<file path="src/rtl/charif_pkg.sv">
package charif_pkg;
  // register offsets inside the four-byte window
  localparam int unsigned OFS_IN   = 0;
  localparam int unsigned OFS_OUT  = 1;
  localparam int unsigned OFS_STAT = 2;
  localparam int unsigned OFS_CTL  = 3;
  // bit positions decoded by software
  localparam int unsigned ST_RDY_IN  = 0;
  localparam int unsigned ST_RDY_OUT = 1;
  localparam int unsigned ST_OVR     = 7;
  localparam int unsigned CTL_IE     = 2;
  localparam int unsigned ADDR_W     = 2;
endpackage

</file>
<file path="src/rtl/kbd_in_reg.sv">
module kbd_in_reg #(
  parameter int unsigned DATA_W = 8
) (
  input  logic              clk,
  input  logic              rst,
  input  logic              strobe,
  input  logic [DATA_W-1:0] kdata,
  input  logic              rd_take,
  input  logic              stat_rd,
  output logic [DATA_W-1:0] data_q,
  output logic              ready_q,
  output logic              ready_d,
  output logic              ovr_q
);
  logic ovr_d;

  always_comb begin
    ready_d = ready_q;
    if (rd_take) ready_d = 1'b0;
    if (strobe)  ready_d = 1'b1;
    ovr_d = ovr_q;
    if (stat_rd) ovr_d = 1'b0;
    if (strobe && ready_q && !rd_take) ovr_d = 1'b1;
  end

  always_ff @(posedge clk) begin
    if (rst) begin
      data_q  <= '0;
      ready_q <= 1'b0;
      ovr_q   <= 1'b0;
    end else begin
      if (strobe) data_q <= kdata;
      ready_q <= ready_d;
      ovr_q   <= ovr_d;
    end
  end


  kbd_load_chk: assert property (@(posedge clk) disable iff (rst)
    strobe |=> (ready_q && data_q == $past(kdata)));

  rd_clear_chk: assert property (@(posedge clk) disable iff (rst)
    (rd_take && !strobe) |=> !ready_q);

  ovr_set_chk: assert property (@(posedge clk) disable iff (rst)
    (strobe && ready_q && !rd_take) |=> ovr_q);

  ovr_hold_chk: assert property (@(posedge clk) disable iff (rst)
    (ovr_q && !stat_rd) |=> ovr_q);
endmodule

</file>
<file path="src/rtl/disp_out_reg.sv">
module disp_out_reg #(
  parameter int unsigned DATA_W = 8
) (
  input  logic              clk,
  input  logic              rst,
  input  logic              wr,
  input  logic [DATA_W-1:0] wdata,
  input  logic              ready_pulse,
  output logic [DATA_W-1:0] data_q,
  output logic              room_q
);
  always_ff @(posedge clk) begin
    if (rst) begin
      data_q <= '0;
      room_q <= 1'b1;
    end else begin
      if (wr) begin
        data_q <= wdata;
        room_q <= 1'b0;
      end else if (ready_pulse) begin
        room_q <= 1'b1;
      end
    end
  end


  wr_clear_chk: assert property (@(posedge clk) disable iff (rst)
    wr |=> (!room_q && data_q == $past(wdata)));

  rdy_set_chk: assert property (@(posedge clk) disable iff (rst)
    (ready_pulse && !wr) |=> room_q);
endmodule

</file>
<file path="src/rtl/irq_ctl.sv">
module irq_ctl (
  input  logic clk,
  input  logic rst,
  input  logic wr,
  input  logic wbit,
  input  logic sin_d,
  input  logic sin_q,
  output logic ken_q,
  output logic irq_n_q
);
  logic ken_d;

  always_comb ken_d = wr ? wbit : ken_q;

  always_ff @(posedge clk) begin
    if (rst) begin
      ken_q   <= 1'b0;
      irq_n_q <= 1'b1;
    end else begin
      ken_q   <= ken_d;
      irq_n_q <= ~(ken_d & sin_d);
    end
  end


  irq_level_chk: assert property (@(posedge clk) disable iff (rst)
    irq_n_q == !(ken_q && sin_q));
endmodule

</file>
<file path="src/rtl/char_io_port.sv">
module char_io_port
  import charif_pkg::*;
#(
  parameter int unsigned DATA_W = 8
) (
  input  logic              clk,
  input  logic              rst,
  input  logic              bus_sel,
  input  logic              bus_we,
  input  logic [1:0]        bus_addr,
  input  logic [DATA_W-1:0] bus_wdata,
  output logic [DATA_W-1:0] bus_rdata,
  input  logic              kbd_strobe,
  input  logic [DATA_W-1:0] kbd_data,
  input  logic              disp_ready,
  output logic [DATA_W-1:0] disp_data,
  output logic              irq_n
);
  logic rd, wr, rd_in, rd_stat, wr_out, wr_ctl;
  logic [DATA_W-1:0] in_data, rd_next, stat_v, ctl_v;
  logic sin_q, sin_d, ovr_q, sout_q, ken_q;

  assign rd      = bus_sel && !bus_we;
  assign wr      = bus_sel && bus_we;
  assign rd_in   = rd && bus_addr == ADDR_W'(OFS_IN);
  assign rd_stat = rd && bus_addr == ADDR_W'(OFS_STAT);
  assign wr_out  = wr && bus_addr == ADDR_W'(OFS_OUT);
  assign wr_ctl  = wr && bus_addr == ADDR_W'(OFS_CTL);

  kbd_in_reg #(.DATA_W(DATA_W)) in_i (
    .clk(clk), .rst(rst), .strobe(kbd_strobe), .kdata(kbd_data),
    .rd_take(rd_in), .stat_rd(rd_stat), .data_q(in_data),
    .ready_q(sin_q), .ready_d(sin_d), .ovr_q(ovr_q));

  disp_out_reg #(.DATA_W(DATA_W)) out_i (
    .clk(clk), .rst(rst), .wr(wr_out), .wdata(bus_wdata),
    .ready_pulse(disp_ready), .data_q(disp_data), .room_q(sout_q));

  irq_ctl ctl_i (
    .clk(clk), .rst(rst), .wr(wr_ctl), .wbit(bus_wdata[CTL_IE]),
    .sin_d(sin_d), .sin_q(sin_q), .ken_q(ken_q), .irq_n_q(irq_n));

  always_comb begin
    stat_v = '0;
    stat_v[ST_RDY_IN]  = sin_q;
    stat_v[ST_RDY_OUT] = sout_q;
    stat_v[ST_OVR]     = ovr_q;
    ctl_v = '0;
    ctl_v[CTL_IE] = ken_q;
    unique case (bus_addr)
      ADDR_W'(OFS_IN):   rd_next = in_data;
      ADDR_W'(OFS_OUT):  rd_next = disp_data;
      ADDR_W'(OFS_STAT): rd_next = stat_v;
      default:           rd_next = ctl_v;
    endcase
  end

  always_ff @(posedge clk) begin
    if (rst)     bus_rdata <= '0;
    else if (rd) bus_rdata <= rd_next;
  end


  rdata_hold_chk: assert property (@(posedge clk) disable iff (rst)
    !rd |=> $stable(bus_rdata));
endmodule

</file>
<file path="config.mk">
export PLATFORM = sky130hd
export DESIGN_NAME = char_io_port
export DESIGN_NICKNAME = d
export VERILOG_FILES = /design/src/rtl/charif_pkg.sv /design/src/rtl/kbd_in_reg.sv /design/src/rtl/disp_out_reg.sv /design/src/rtl/irq_ctl.sv /design/src/rtl/char_io_port.sv
export SDC_FILE = /design/constraint.sdc
export NUM_CORES = 1
export LEC_CHECK = 0
export ABC_CLOCK_PERIOD_IN_PS = 1100
export CORE_MARGIN = 8
export CORE_UTILIZATION = 26
export DETAILED_ROUTE_END_ITERATION = 6
export DONT_BUFFER_PORTS = 1
export GPL_TIMING_DRIVEN = 0
export SLEW_MARGIN = 15
export SYNTH_ARGS = -nofsm -noshare
export SYNTH_HDL_FRONTEND = slang
export SYNTH_HIERARCHICAL = 1
export SYNTH_SLANG_ARGS = --single-unit
</file>
<file path="constraint.sdc">
create_clock -name clk -period 1.1 [get_ports clk]
set_input_delay 0.11 -clock clk [delete_from_list [all_inputs] [get_ports clk]]
set_output_delay 0.11 -clock clk [all_outputs]
set_load 0.1 [all_outputs]
</file>
Word level (Yosys, flattened, before mapping)

Cells that the tools add are included.

Equal/unequal tests: 3
Shift operators: 0
Multiplexer cells: 8
Reduce and logical (&&, ||, !) cells: 13
Add/subtract/negate cells: 0
$lt $le $gt $ge: 0
$mul: 0
Bitwise gates (word level): 2
Divide/modulo/power cells: 0

Operators with widths:

| kind               | count |
|---|---|
| $pmux 8 s3         | 1 |
| $logic_and 1x1->1  | 8 |
| $mux 1             | 7 |
| $eq 2x2->1 const B | 2 |
| $reduce_bool 2->1  | 2 |
| $eq 2x1->1 const B | 1 |
| $logic_not 1->1    | 2 |
| $logic_not 2->1    | 1 |
| $and 1x1->1        | 1 |
| $not 1->1          | 1 |

Bits in latches: 0
Output and inout bits: 17
Bits in read-only memories: 0
Bits in writable memories: 0
Flip-flop bits (word level): 29
Bits of input ports: 24
Logic and storage cells: 34
Memories: 0

Logic depth before layout (Yosys ltp)

Gate-level depths: netlist of run 1.

Depth in word-level cells: 7
Gate-level depth with buffers: 6
Mapped depth without buffers: 5

Hierarchy

Netlist of run 1, hierarchy kept.

By module, submodules not included:

| module       | cells an instance | area each (um^2) | times used | sequential area each (um^2) |
|---|---|---|---|---|
| char_io_port | 47                | 491.7            | 1          | 160.2 |
| kbd_in_reg   | 34                | 366.6            | 1          | 200.2 |
| disp_out_reg | 29                | 317.8            | 1          | 180.2 |
| irq_ctl      | 5                 | 62.6             | 1          | 40.0 |

Worst setup path after synthesis of run 1

Ideal clock, no wire load.

Path type: reg2reg
Start point: reg out_i.data_q[2]
End point: reg bus_rdata[2]
Buffers on the path: 0
Stages on the path, launching flop included: 4
Path slack: -0.525 ns
Data required time: 1.012 ns
Clock period less this slack: 1.625 ns
Setup time: 0.088 ns
Arrival time: 1.536 ns
Cell sequence: dfxtp_1 -> mux2i_1 -> or2_1 -> a311oi_2

Longest elaborated chain between the ends: 1

RTL lines:

| element                | RTL line           | text |
|---|---|---|
| from (decl)            | disp_out_reg.sv:9  | `output logic [DATA_W-1:0] data_q,` |
| from (signal assigned) | disp_out_reg.sv:18 | `data_q <= wdata;` |
| $pmux 8 s3             | char_io_port.sv:50 | `unique case (bus_addr)` |
| to (signal assigned)   | char_io_port.sv:60 | `else if (rd) bus_rdata <= rd_next;` |
| to (decl)              | char_io_port.sv:12 | `output logic [DATA_W-1:0] bus_rdata,` |

No other way between the ends.
A chain may end at the register's enable or synchronous reset.

Worst setup path after layout of run 1

Ends and elaborated chain as after synthesis.

==> impl_results.md, run 1 <==
* Clk_skew at 8.94 ps
* Max-cap violations at 0
* Failing checks: setup timing
* Post-DP HPWL at about 2400 um
* Minimum clock period at about 1200 ps
* Area added between synthesis and finish at 30.3%
* Largest net degree at the start of global routing at 11
* Htree depth at 2
* Starting density of the core at 26.6%
* CTS tree: yes
* Antenna violations before repair at 0
* Setup slack after layout at -91.4 ps
* Syn Inst Count at 115
* Site Rows at 25
* Layout cells sized above 1 at 31.2%
* Most area-consuming cells after synthesis: dfxtp_1, mux2i_1, nor2_1, buf_6, a221o_1
* All-Layer GR Usage at 8.92%
* Worst Path Required at 1280 ps
* Worst min-delay path class: input pin to register
* Synth async-reset ratio at 0%
* Root buffer cell: clkbuf_8
* Leakage at between 0.0006 and 0.0007 uW
* F_max at 839 MHz
* Total power at 2300 uW
* Combinational Power Share at 9.7%
* Status: finished with violations
* CTS Buf Count at 5
* Io pins at 41
* Multi-input gate area at roughly 600 um2
* Routed Antenna Nets at 0
* Yosys warns at 6
* EDFF count, synth at 0
* Fill cells at 460
* WP depth at 3
* Pins Over Slew Limit at 0
* Syn_nets at 139
* RSZ-0062 raised after global routing: true
* Setup violations, final at 3
* Kind of critical path: register to register
* Hold WS at roughly 13 ps
* Slowest stage cell, crit path: dfxtp_4
* Clk pin slew, worst setup/hold paths at 60 ps
* Data arrival, critical path at 1370 ps
* Vias in the first global route at approximately 950
* Final Instance Area at 1610 um2
* Cells along the critical path: mux2i_1, or2_1, a311oi_2
* # DRC at 0
* Flops & latches, synth at 29
* Tcrit/Tclk final at 108%
* GR Overflow Total at 0
* Yosys top cell by area: dfxtp_1
* R2r worst-path depth at 3
* Hold Crit Depth at 2
* Iter 0 DRT Violations at 45
* Hold Vio Cnt, Final at 0
* P_int at ~1700 uW
* Most frequent standard cell in the layout excluding fill and tap cells: nor2_1
* Net Switching at 589 uW
* Routed Wire Length at 3210 um
* Post-Place Cells at 169
* Final net count at 161
* Peak supply drop at around 0.54 mV
* Clk pwr share at 38.2%
* Worst skew pair latency at 270 ps
* Die Wd at 85.0 um
* Most frequent cells in the layout: nor2_1, mux2i_1, dlygate4sd3_1
* Netlist Area Pre-Place at around 1200 um2
* Slew margin rel. at 63.6%
* Port bufs at 0
* Buf/Inv on CP at 0
* Crit path capture type: register
* Sw Ratio at 25.7%
* Drt via density at 4.85
* Delay-heaviest family, CP: flip-flops
* CTS max path bufs at 2
* Via count at 932
* PwrDens at 1420 nW/um2
* Register area at a little over 600 um2
* Synthesized area per cell at about 11 um2
* Max Fanout on Critical Path at 3
* Worst setup SP type: register
* Dominant synthesized flop cell: dfxtp_1
* Wire per inst at 16.7 um
* First-pass GRT wire length at 4970 um
* Clock Sinks at 29
* Antenna Cells at 0
* Fin cells at between 150 and 200
* Yosys cell types at 28
* CP max stage delay at ~540 ps
* DP Area at 1350 um2
* GPL Wtd Cong at 0.778
* Seq pwr share at between 50 and 60%
* CORE AREA at 4660 um2
* Die ar. at 7230 um2
* Drt pass-1 iters at 4
* Die H at 85.0 um
* Worst slew pin tran at 547 ps
* Final Util at 34.6%
* Sequential area share after synthesis at 46.9%
* Post-synth top area share at 46.9%
==> final cells by class <==
class | instances | share of cell area (%)
multi-input cells | 77 | 37.8
well taps | 54 | 4.19
flip-flops and latches | 29 | 38.5
plain buffers | 8 | 4.42
clock buffers | 8 | 5.58
repair buffers | 15 | 9.30
inverters | 1 | 0.233
==> state kept, by name, indices dropped and copies added, names as in the netlist <==
signal and count:
bus_rdata 8, ctl_i/irq_n_q 1, ctl_i/ken_q 1, in_i/data_q 8, in_i/ovr_q 1, in_i/ready_q 1, out_i/data_q 8, out_i/room_q 1
==> what timing repair did <==
| action | CTS | global route |
|---|---|---|
| resized for setup | 2 | 5 |
| endpoints found under the setup margin | 5 | 8 |
| setup buffers | 0 | 0 |
| hold buffers | 15 | 0 |
| hold endpoints to repair | 16 | 0 |
==> worst paths after layout <==
check / start / to / slack [ps]
worst min register to register: in_i/ovr_q$_SDFFE_PP0P_ / bus_rdata[7]$_SDFFE_PP0P_ / 480
worst min-delay path: bus_wdata[2] / ctl_i/ken_q$_SDFF_PP0_ / 10
worst max register to register: out_i/data_q[2]$_SDFFE_PP0P_ / bus_rdata[2]$_SDFFE_PP0P_ / -90
worst max-delay path: out_i/data_q[2]$_SDFFE_PP0P_ / bus_rdata[2]$_SDFFE_PP0P_ / -90
==> cell usage after synthesis, types with 2 or more instances <==
cell type and instances:
nor2_1 24, or3b_1 2, a22oi_1 4, nor4_1 3, mux2_2 2, a221o_1 3, buf_2 3, dfxtp_1 29
buf_6 5, mux2_1 2, mux2i_1 21
==> cell families (layout without fill, tap and decap cells) <==
kind of cell | after synthesis | after routing | share of synthesized area, %
simple gates | 41 | 41 | 18.4
flops | 29 | 29 | 46.9
mux | 25 | 25 | 20.6
compound gates | 11 | 11 | 8.08
buf+inv | 9 | 32 | 6.06
==> through the flow <==
stage	setup WS, ps	TNS [ps]
2_1_floorplan	-45.0	-45.0
3_3_place_gp	-69.2	-78.1
3_5_place_dp	-84.6	-152
4_1_cts	-97.4	-167
5_1_grt	-147	-415
6_report	-91.4	-141
==> metal layers <==
layer	GRT usage, %	vias to the layer above	wire length [um]
met5	0	-	0
met4	3.72	0	11
met3	4.25	2	356
met2	13.4	43	1530
met1	10.5	433	1310
li1	-	454	-
==> power groups by stage <==
stage          combinational (uW)  sequential [uW]  clock [uW]
5_1_grt                       243             1200         961
2_1_floorplan                 142             1210           0
3_5_place_dp                  172             1220           0
4_1_cts                       219             1200         909
6_report                      223             1200         876
3_3_place_gp                  166             1220           0
==> worst reg2reg max path, delay by kind of cell (launching register included) <==
family	cells	cell delay, ps
mux	1	110
compound gates	1	220
flops	1	540
simple gates	1	230
(Power assumes the default switching activity.)
==> run 2: changes to the inputs <==
--- a/config.mk
+++ b/config.mk
@@ -6,10 +6,11 @@
 export NUM_CORES = 1
 export LEC_CHECK = 0
 export ABC_CLOCK_PERIOD_IN_PS = 1100
+export BUFFER_PORTS_ARGS = -buffer_cell sky130_fd_sc_hd__buf_2
 export CORE_MARGIN = 8
 export CORE_UTILIZATION = 26
+export CTS_CLUSTER_DIAMETER = 100
 export DETAILED_ROUTE_END_ITERATION = 6
-export DONT_BUFFER_PORTS = 1
 export GPL_TIMING_DRIVEN = 0
 export SLEW_MARGIN = 15
 export SYNTH_ARGS = -nofsm -noshare
==> run 2 against run 1 <==
Compared with the run above: the flow now finishes without violations; sequential power down 8%; maximum frequency rose by 17%; hold slack improved by 27 ps; clock power increased by 8.0%; worst setup slack improved by 170 ps; wire length fell by 2.5%; power rose by 3.8%; clock-buffer cell count shrank 1; combinational power is 52% higher; critical path type is now register to primary output; largest cell class unchanged.
==> impl_results.md, run 2 (synthesis results as in run 1) <==
* Die Wd at 85.0 um (unchanged)
* CTS tree: yes (unchanged)
* Delay-heaviest family, CP: flip-flops (unchanged)
* CP startpoint: out_i/data_q[7]$_SDFFE_PP0P_ (was out_i/data_q[2]$_SDFFE_PP0P_)
* Largest net degree at the start of global routing at 11 (unchanged)
* Drt via density at 4.63 (was 4.85)
* All-Layer GR Usage at 9.15% (was 8.92%)
* Setup violations, final at 0 (was 3)
* Slew margin rel. at 76.7% (was 63.6%)
* CP max stage delay at 350 ps (was 540 ps)
* Area added between synthesis and finish at 36.7% (was 30.3%)
* Iter 0 DRT Violations at 41 (was 45)
* Slowest stage cell, crit path: dfxtp_4 (unchanged)
* Worst setup SP type: register (unchanged)
* Kind of critical path: register to primary output (was register to register)
* Die ar. at 7230 um2 (unchanged)
* GPL Wtd Cong at 0.724 (was 0.778)
* Vias in the first global route at 1023 (was 946)
* Root buffer cell: clkbuf_8 (unchanged)
* First-pass GRT wire length at 5200 um (was 4970 um)
* Hold-fix buffers at CTS at 0 (was 15)
* Status: finished, final reports clean (was finished with violations)
* Hold_sp: rst (was bus_wdata[2])
* Routed Antenna Nets at 0 (unchanged)
* Port bufs at 39 (was 0)
* Max Fanout on Critical Path at 3 (unchanged)
* WP depth at 1 (was 3)
* Reg-to-Reg Start: in_i/ready_q$_SDFF_PP0_ (was out_i/data_q[2]$_SDFFE_PP0P_)
* Max-cap violations at 0 (unchanged)
* Die H at 85.0 um (unchanged)
* Hold Crit Depth at 2 (unchanged)
* Clk_skew at 6.50 ps (was 8.94 ps)
* Setup slack after layout at 80.4 ps (was -91.4 ps)
* PwrDens at 1410 nW/um2 (was 1420 nW/um2)
* Setup TNS at 0 ps (was -141 ps)
* Biggest regs: bus_rdata (8), in_i/data_q (8), out_i/data_q (8) (unchanged)
* Worst min-delay path class: input pin to register (unchanged)
* CORE AREA at 4660 um2 (unchanged)
* Final net count at 185 (was 161)
* Final Instance Area at 1690 um2 (was 1610 um2)
* Most frequent standard cell in the layout excluding fill and tap cells: buf_2 (was nor2_1)
* Layout cells sized above 1 at 49.4% (was 31.2%)
* Worst skew pair latency at 270 ps (about the same)
* R2r worst-path depth at 3 (unchanged)
* Register area at 621 um2 (was 622 um2)
* Worst slew pin tran at 346 ps (was 547 ps)
* Io pins at 41 (unchanged)
* Starting density of the core at 26.6% (unchanged)
* DP Area at 1540 um2 (was 1350 um2)
* Setup Buffers After CTS at 0 (unchanged)
* Routed Wire Length at 3130 um (was 3210 um)
* Buf/Inv on CP at 1 (was 0)
* RSZ-0062 raised after global routing: false (was true)
* Antenna Cells at 0 (unchanged)
* DP Worst Slack at -192 ps (was -84.6 ps)
* Data arrival, critical path at 910 ps (was 1370 ps)
* GR Overflow Total at 0 (unchanged)
* Drt pass-1 iters at 4 (unchanged)
* Fill cells at 477 (was 460)
* Site Rows at 25 (unchanged)
* Peak supply drop at 0.517 mV (was 0.538 mV)
* Clock Sinks at 29 (unchanged)
* Pins Over Slew Limit at 0 (unchanged)
* Antenna violations before repair at 0 (unchanged)
* Via count at 1001 (was 932)
* Crit path capture type: primary output (was register)
* CTS Buf Count at 5 (unchanged)
* F_max at 981 MHz (was 839 MHz)
* Hold Vio Cnt, Final at 0 (unchanged)
* Wire per inst at 14.5 um (was 16.7 um)
* Post-DP HPWL at 2350 um (was 2410 um)
* # DRC at 0 (unchanged)
* Worst Path Required at 990 ps (was 1280 ps)
* Tcrit/Tclk final at 92.7% (was 108%)
* Multi-input gate area at 591 um2 (was 609 um2)
* Minimum clock period at 1020 ps (was 1190 ps)
* CTS max path bufs at 2 (unchanged)
* Most frequent cells in the layout: buf_2, nor2_1, mux2i_1 (was nor2_1, mux2i_1, dlygate4sd3_1)
* Cells along the critical path: buf_4 (was mux2i_1, or2_1, a311oi_2)
* Htree depth at 2 (unchanged)
* Leakage at 0.000743 uW (was 0.000622 uW)
* Clk pin slew, worst setup/hold paths at 60 ps (about the same)
run 2: worst paths after layout:
check,endpoint,slack [ps]
hold / removal,ctl_i/ken_q$_SDFF_PP0_,40
setup / recovery,disp_data[7],80
hold reg to reg,bus_rdata[1]$_SDFFE_PP0P_,480
setup reg to reg,ctl_i/irq_n_q$_SDFF_PP1_,100
run 2: per-stage QoR:
| stage | total power, uW | hold WS, ps | util, % | std cells |
|---|---|---|---|---|
| detailed placement | 1450 | 330 | 33.1 | 208 |
| CTS | 2420 | 34.5 | 36.2 | 216 |
| finish | 2380 | 39.1 | 36.3 | 216 |
| floorplan | 1350 | 182 | - | 115 |
| global placement | 1450 | 329 | 33.1 | 208 |
| global route | 2500 | 54.7 | 36.3 | 216 |
run 2: power breakdown:
| part | switching [uW] | total, uW | leakage (uW) | internal (uW) |
|---|---|---|---|---|
| Combinational | 213 | 340 | 0.000442 | 127 |
| Clock | 382 | 946 | 0.0000542 | 564 |
| Sequential | 21.7 | 1100 | 0.000247 | 1070 |
run 2: cell type report:
cell class                 instances  share of cell area (%)
clock inverter                     1                   0.296
timing repair buffer              39                    14.0
multi-input combinational         77                    34.9
sequential                        29                    36.7
buffer                             8                    4.21
inverter                           1                   0.222
tap                               54                    3.99
clock buffer                       7                    5.69
run 2: timing repair:
action | 4_1_cts | 5_1_grt
resized for setup | 17 | 1
gates cloned | 0 | 0
endpoints found under the setup margin | 17 | 1
run 2: worst reg2reg max path, cell delays in order (launching register included):
cell and delay (ps):
dfxtp_1 390, nand2b_4 80, nand2_1 60, or3b_1 360
run 2: per-layer routing:
metal	vias to the layer above	GRT usage [%]	share of wire, %
met5	-	0	0
met1	457	10.7	44
li1	507	-	-
met2	33	13.8	45
met4	0	3.40	0.93
met3	4	4.73	10
==> run 3: changes to the inputs <==
--- a/config.mk
+++ b/config.mk
@@ -7,11 +7,15 @@
 export LEC_CHECK = 0
 export ABC_CLOCK_PERIOD_IN_PS = 1100
 export BUFFER_PORTS_ARGS = -buffer_cell sky130_fd_sc_hd__buf_2
+export CELL_PAD_IN_SITES_DETAIL_PLACEMENT = 0
+export CELL_PAD_IN_SITES_GLOBAL_PLACEMENT = 1
+export CORE_ASPECT_RATIO = 0.5
 export CORE_MARGIN = 8
-export CORE_UTILIZATION = 26
+export CORE_UTILIZATION = 37
 export CTS_CLUSTER_DIAMETER = 100
 export DETAILED_ROUTE_END_ITERATION = 6
 export GPL_TIMING_DRIVEN = 0
+export PLACE_DENSITY_LB_ADDON = 0.1
 export SLEW_MARGIN = 15
 export SYNTH_ARGS = -nofsm -noshare
 export SYNTH_HDL_FRONTEND = slang
==> run 3 against run 2 <==
Compared with the run above: clock skew barely moved; core utilization rose by 17 points; hold slack improved by 5.1 ps; critical path type unchanged; register-to-register slack improved by 20 ps; critical path depth did not move.
==> impl_results.md, run 3 (synthesis results as in run 1) <==
* Vias in the first global route at 1130 (was 1023)
* Clk_skew at 6.86 ps (was 6.50 ps)
* GR Overflow Total at 0 (unchanged)
* Cells along the critical path: buf_4 (unchanged)
* Die Wd at 97.8 um (was 85.0 um)
* Met1 Wirelength at 1550 um (was 1370 um)
* RSZ-0062 raised after global routing: false (unchanged)
* Antenna Cells at 0 (unchanged)
* All-Layer GR Usage at 12.5% (was 9.15%)
* GPL Wtd Cong at 0.728 (was 0.724)
* Via count at 989 (was 1001)
* Met2 wire len at 1320 um (was 1420 um)
* Layout cells sized above 1 at 48.1% (was 49.4%)
* Minimum clock period at 1030 ps (was 1020 ps)
* Max-cap violations at 0 (unchanged)
* Site Rows at 14 (was 25)
* Worst skew pair latency at 290 ps (was 270 ps)
* Post-DP HPWL at 2290 um (was 2350 um)
* Status: finished, final reports clean (unchanged)
* Fill cells at 289 (was 477)
* DR top layer: met4 (unchanged)
* Worst min-delay path class: input pin to register (unchanged)
* Largest net degree at the start of global routing at 11 (unchanged)
* Routed Antenna Nets at 0 (unchanged)
* Setup violations, final at 0 (unchanged)
* Routed length on met3 at 200 um (was 317 um)
* PwrDens at 1420 nW/um2 (was 1410 nW/um2)
* Peak supply drop at 0.733 mV (was 0.517 mV)
* Data arrival, critical path at 920 ps (was 910 ps)
* Hold Path End: ctl_i/ken_q$_SDFF_PP0_ (unchanged)
* Clock Sinks at 29 (unchanged)
* R2r worst-path depth at 3 (unchanged)
* Htree depth at 2 (unchanged)
* F_max at 968 MHz (was 981 MHz)
* Setup TNS at 0 ps (unchanged)
* Setup Buffers After CTS at 0 (unchanged)
* Most frequent cells in the layout: buf_2, nor2_1, mux2i_1 (unchanged)
* Hold_sp: rst (unchanged)
* First-pass GRT wire length at 5370 um (was 5200 um)
* Reg2reg end: ctl_i/irq_n_q$_SDFF_PP1_ (unchanged)
* Wire per inst at 15.5 um (was 14.5 um)
* Leakage at 0.000736 uW (was 0.000743 uW)
* Clk pin slew, worst setup/hold paths at 70 ps (was 60 ps)
* Routed Wire Length at 3140 um (was 3130 um)
* Delay-heaviest family, CP: flip-flops (unchanged)
* Buf/Inv on CP at 1 (unchanged)
* Final net count at 185 (unchanged)
* CTS max path bufs at 2 (unchanged)
* Drt via density at 4.90 (was 4.63)
* Max Fanout on Critical Path at 3 (unchanged)
* Antenna violations before repair at 0 (unchanged)
* Area added between synthesis and finish at 33.8% (was 36.7%)
* CORE AREA at 3100 um2 (was 4660 um2)
* Drt pass-1 iters at 4 (unchanged)
* Port bufs at 39 (unchanged)
* Worst Path Required at 990 ps (about the same)
* # DRC at 0 (unchanged)
* R2R Setup Slk at 120 ps (was 100 ps)
* Tcrit/Tclk final at 93.9% (was 92.7%)
* CTS Buf Count at 5 (unchanged)
* Pins Over Slew Limit at 0 (unchanged)
* Total power at 2350 uW (was 2380 uW)
* Die ar. at 5570 um2 (was 7230 um2)
* Starting density of the core at 40.0% (was 26.6%)
* Die H at 56.9 um (was 85.0 um)
* Worst setup SP type: register (unchanged)
* Slowest stage cell, crit path: dfxtp_4 (unchanged)
* WP depth at 1 (unchanged)
* CTS tree: yes (unchanged)
* CP max stage delay at 350 ps (about the same)
* Most frequent standard cell in the layout excluding fill and tap cells: buf_2 (unchanged)
* Kind of critical path: register to primary output (unchanged)
* Hold Crit Depth at 2 (unchanged)
* Worst slew pin tran at 416 ps (was 346 ps)
* Iter 0 DRT Violations at 20 (was 41)
* Root buffer cell: clkbuf_8 (unchanged)
* Io pins at 41 (unchanged)
* Crit path capture type: primary output (unchanged)
* Hold Vio Cnt, Final at 0 (unchanged)
* Biggest regs: bus_rdata (8), in_i/data_q (8), out_i/data_q (8) (unchanged)
* Reg-to-Reg Start: in_i/ready_q$_SDFF_PP0_ (unchanged)
* Final Util at 53.5% (was 36.3%)
* Slew margin rel. at 72.2% (was 76.7%)
run 3: layer usage:
metal | GRT usage (%) | vias to the layer above
met5 | 0 | -
met4 | 6.58 | 0
met3 | 5.77 | 8
met2 | 19.1 | 24
met1 | 14.3 | 457
li1 | - | 500
run 3: per-stage QoR:
stage          instances  worst slack (ps)  instance area, um2  hold slack (ps)
6_report             202              66.9                1660             44.2
3_3_place_gp         194              -169                1520              338
4_1_cts              202              50.3                1660             36.7
2_1_floorplan        115             -45.0                1280              182
3_5_place_dp         194              -192                1520              347
5_1_grt              202              28.3                1660             60.0
run 3: what timing repair did:
item                       in CTS  in global routing
hold buffers                    0                  0
setup endpoints to repair      17                  0
gates resized for setup        17                  0
run 3: final cells by class:
class,instances,area [um2],area share [%]
Sequential cell,29,621,37.4
Buffer,8,71.3,4.30
Clock buffer,6,82.6,4.98
Inverter,1,3.75,0.226
Clock inverter,2,8.76,0.528
Multi-Input combinational cell,77,583,35.2
Tap cell,40,50.0,3.02
Timing Repair Buffer,39,238,14.3
run 3: worst reg2reg max path, stage by stage, from the launching register on:
cell and delay [ps]:
dfxtp_1 330, nand2b_1 100, nand2_1 90, or3b_1 350
run 3: worst max-delay path by stage:
stage | slack, ps | to | start
floorplan | -40 | bus_rdata[2]$_SDFFE_PP0P_ | out_i/data_q[2]$_SDFFE_PP0P_
detailed placement | -190 | ctl_i/irq_n_q$_SDFF_PP1_ | bus_we
finish | 70 | disp_data[2] | out_i/data_q[2]$_SDFFE_PP0P_
global placement | -170 | ctl_i/irq_n_q$_SDFF_PP1_ | bus_we
CTS | 50 | disp_data[4] | out_i/data_q[4]$_SDFFE_PP0P_
global route | 30 | ctl_i/irq_n_q$_SDFF_PP1_ | bus_we
run 3: where the power goes:
group	switching (uW)	internal, uW	leakage (uW)	total, uW
Clock	424	495	0.0000486	918
Sequential	19.5	1070	0.000247	1090
Combinational	213	125	0.000440	338
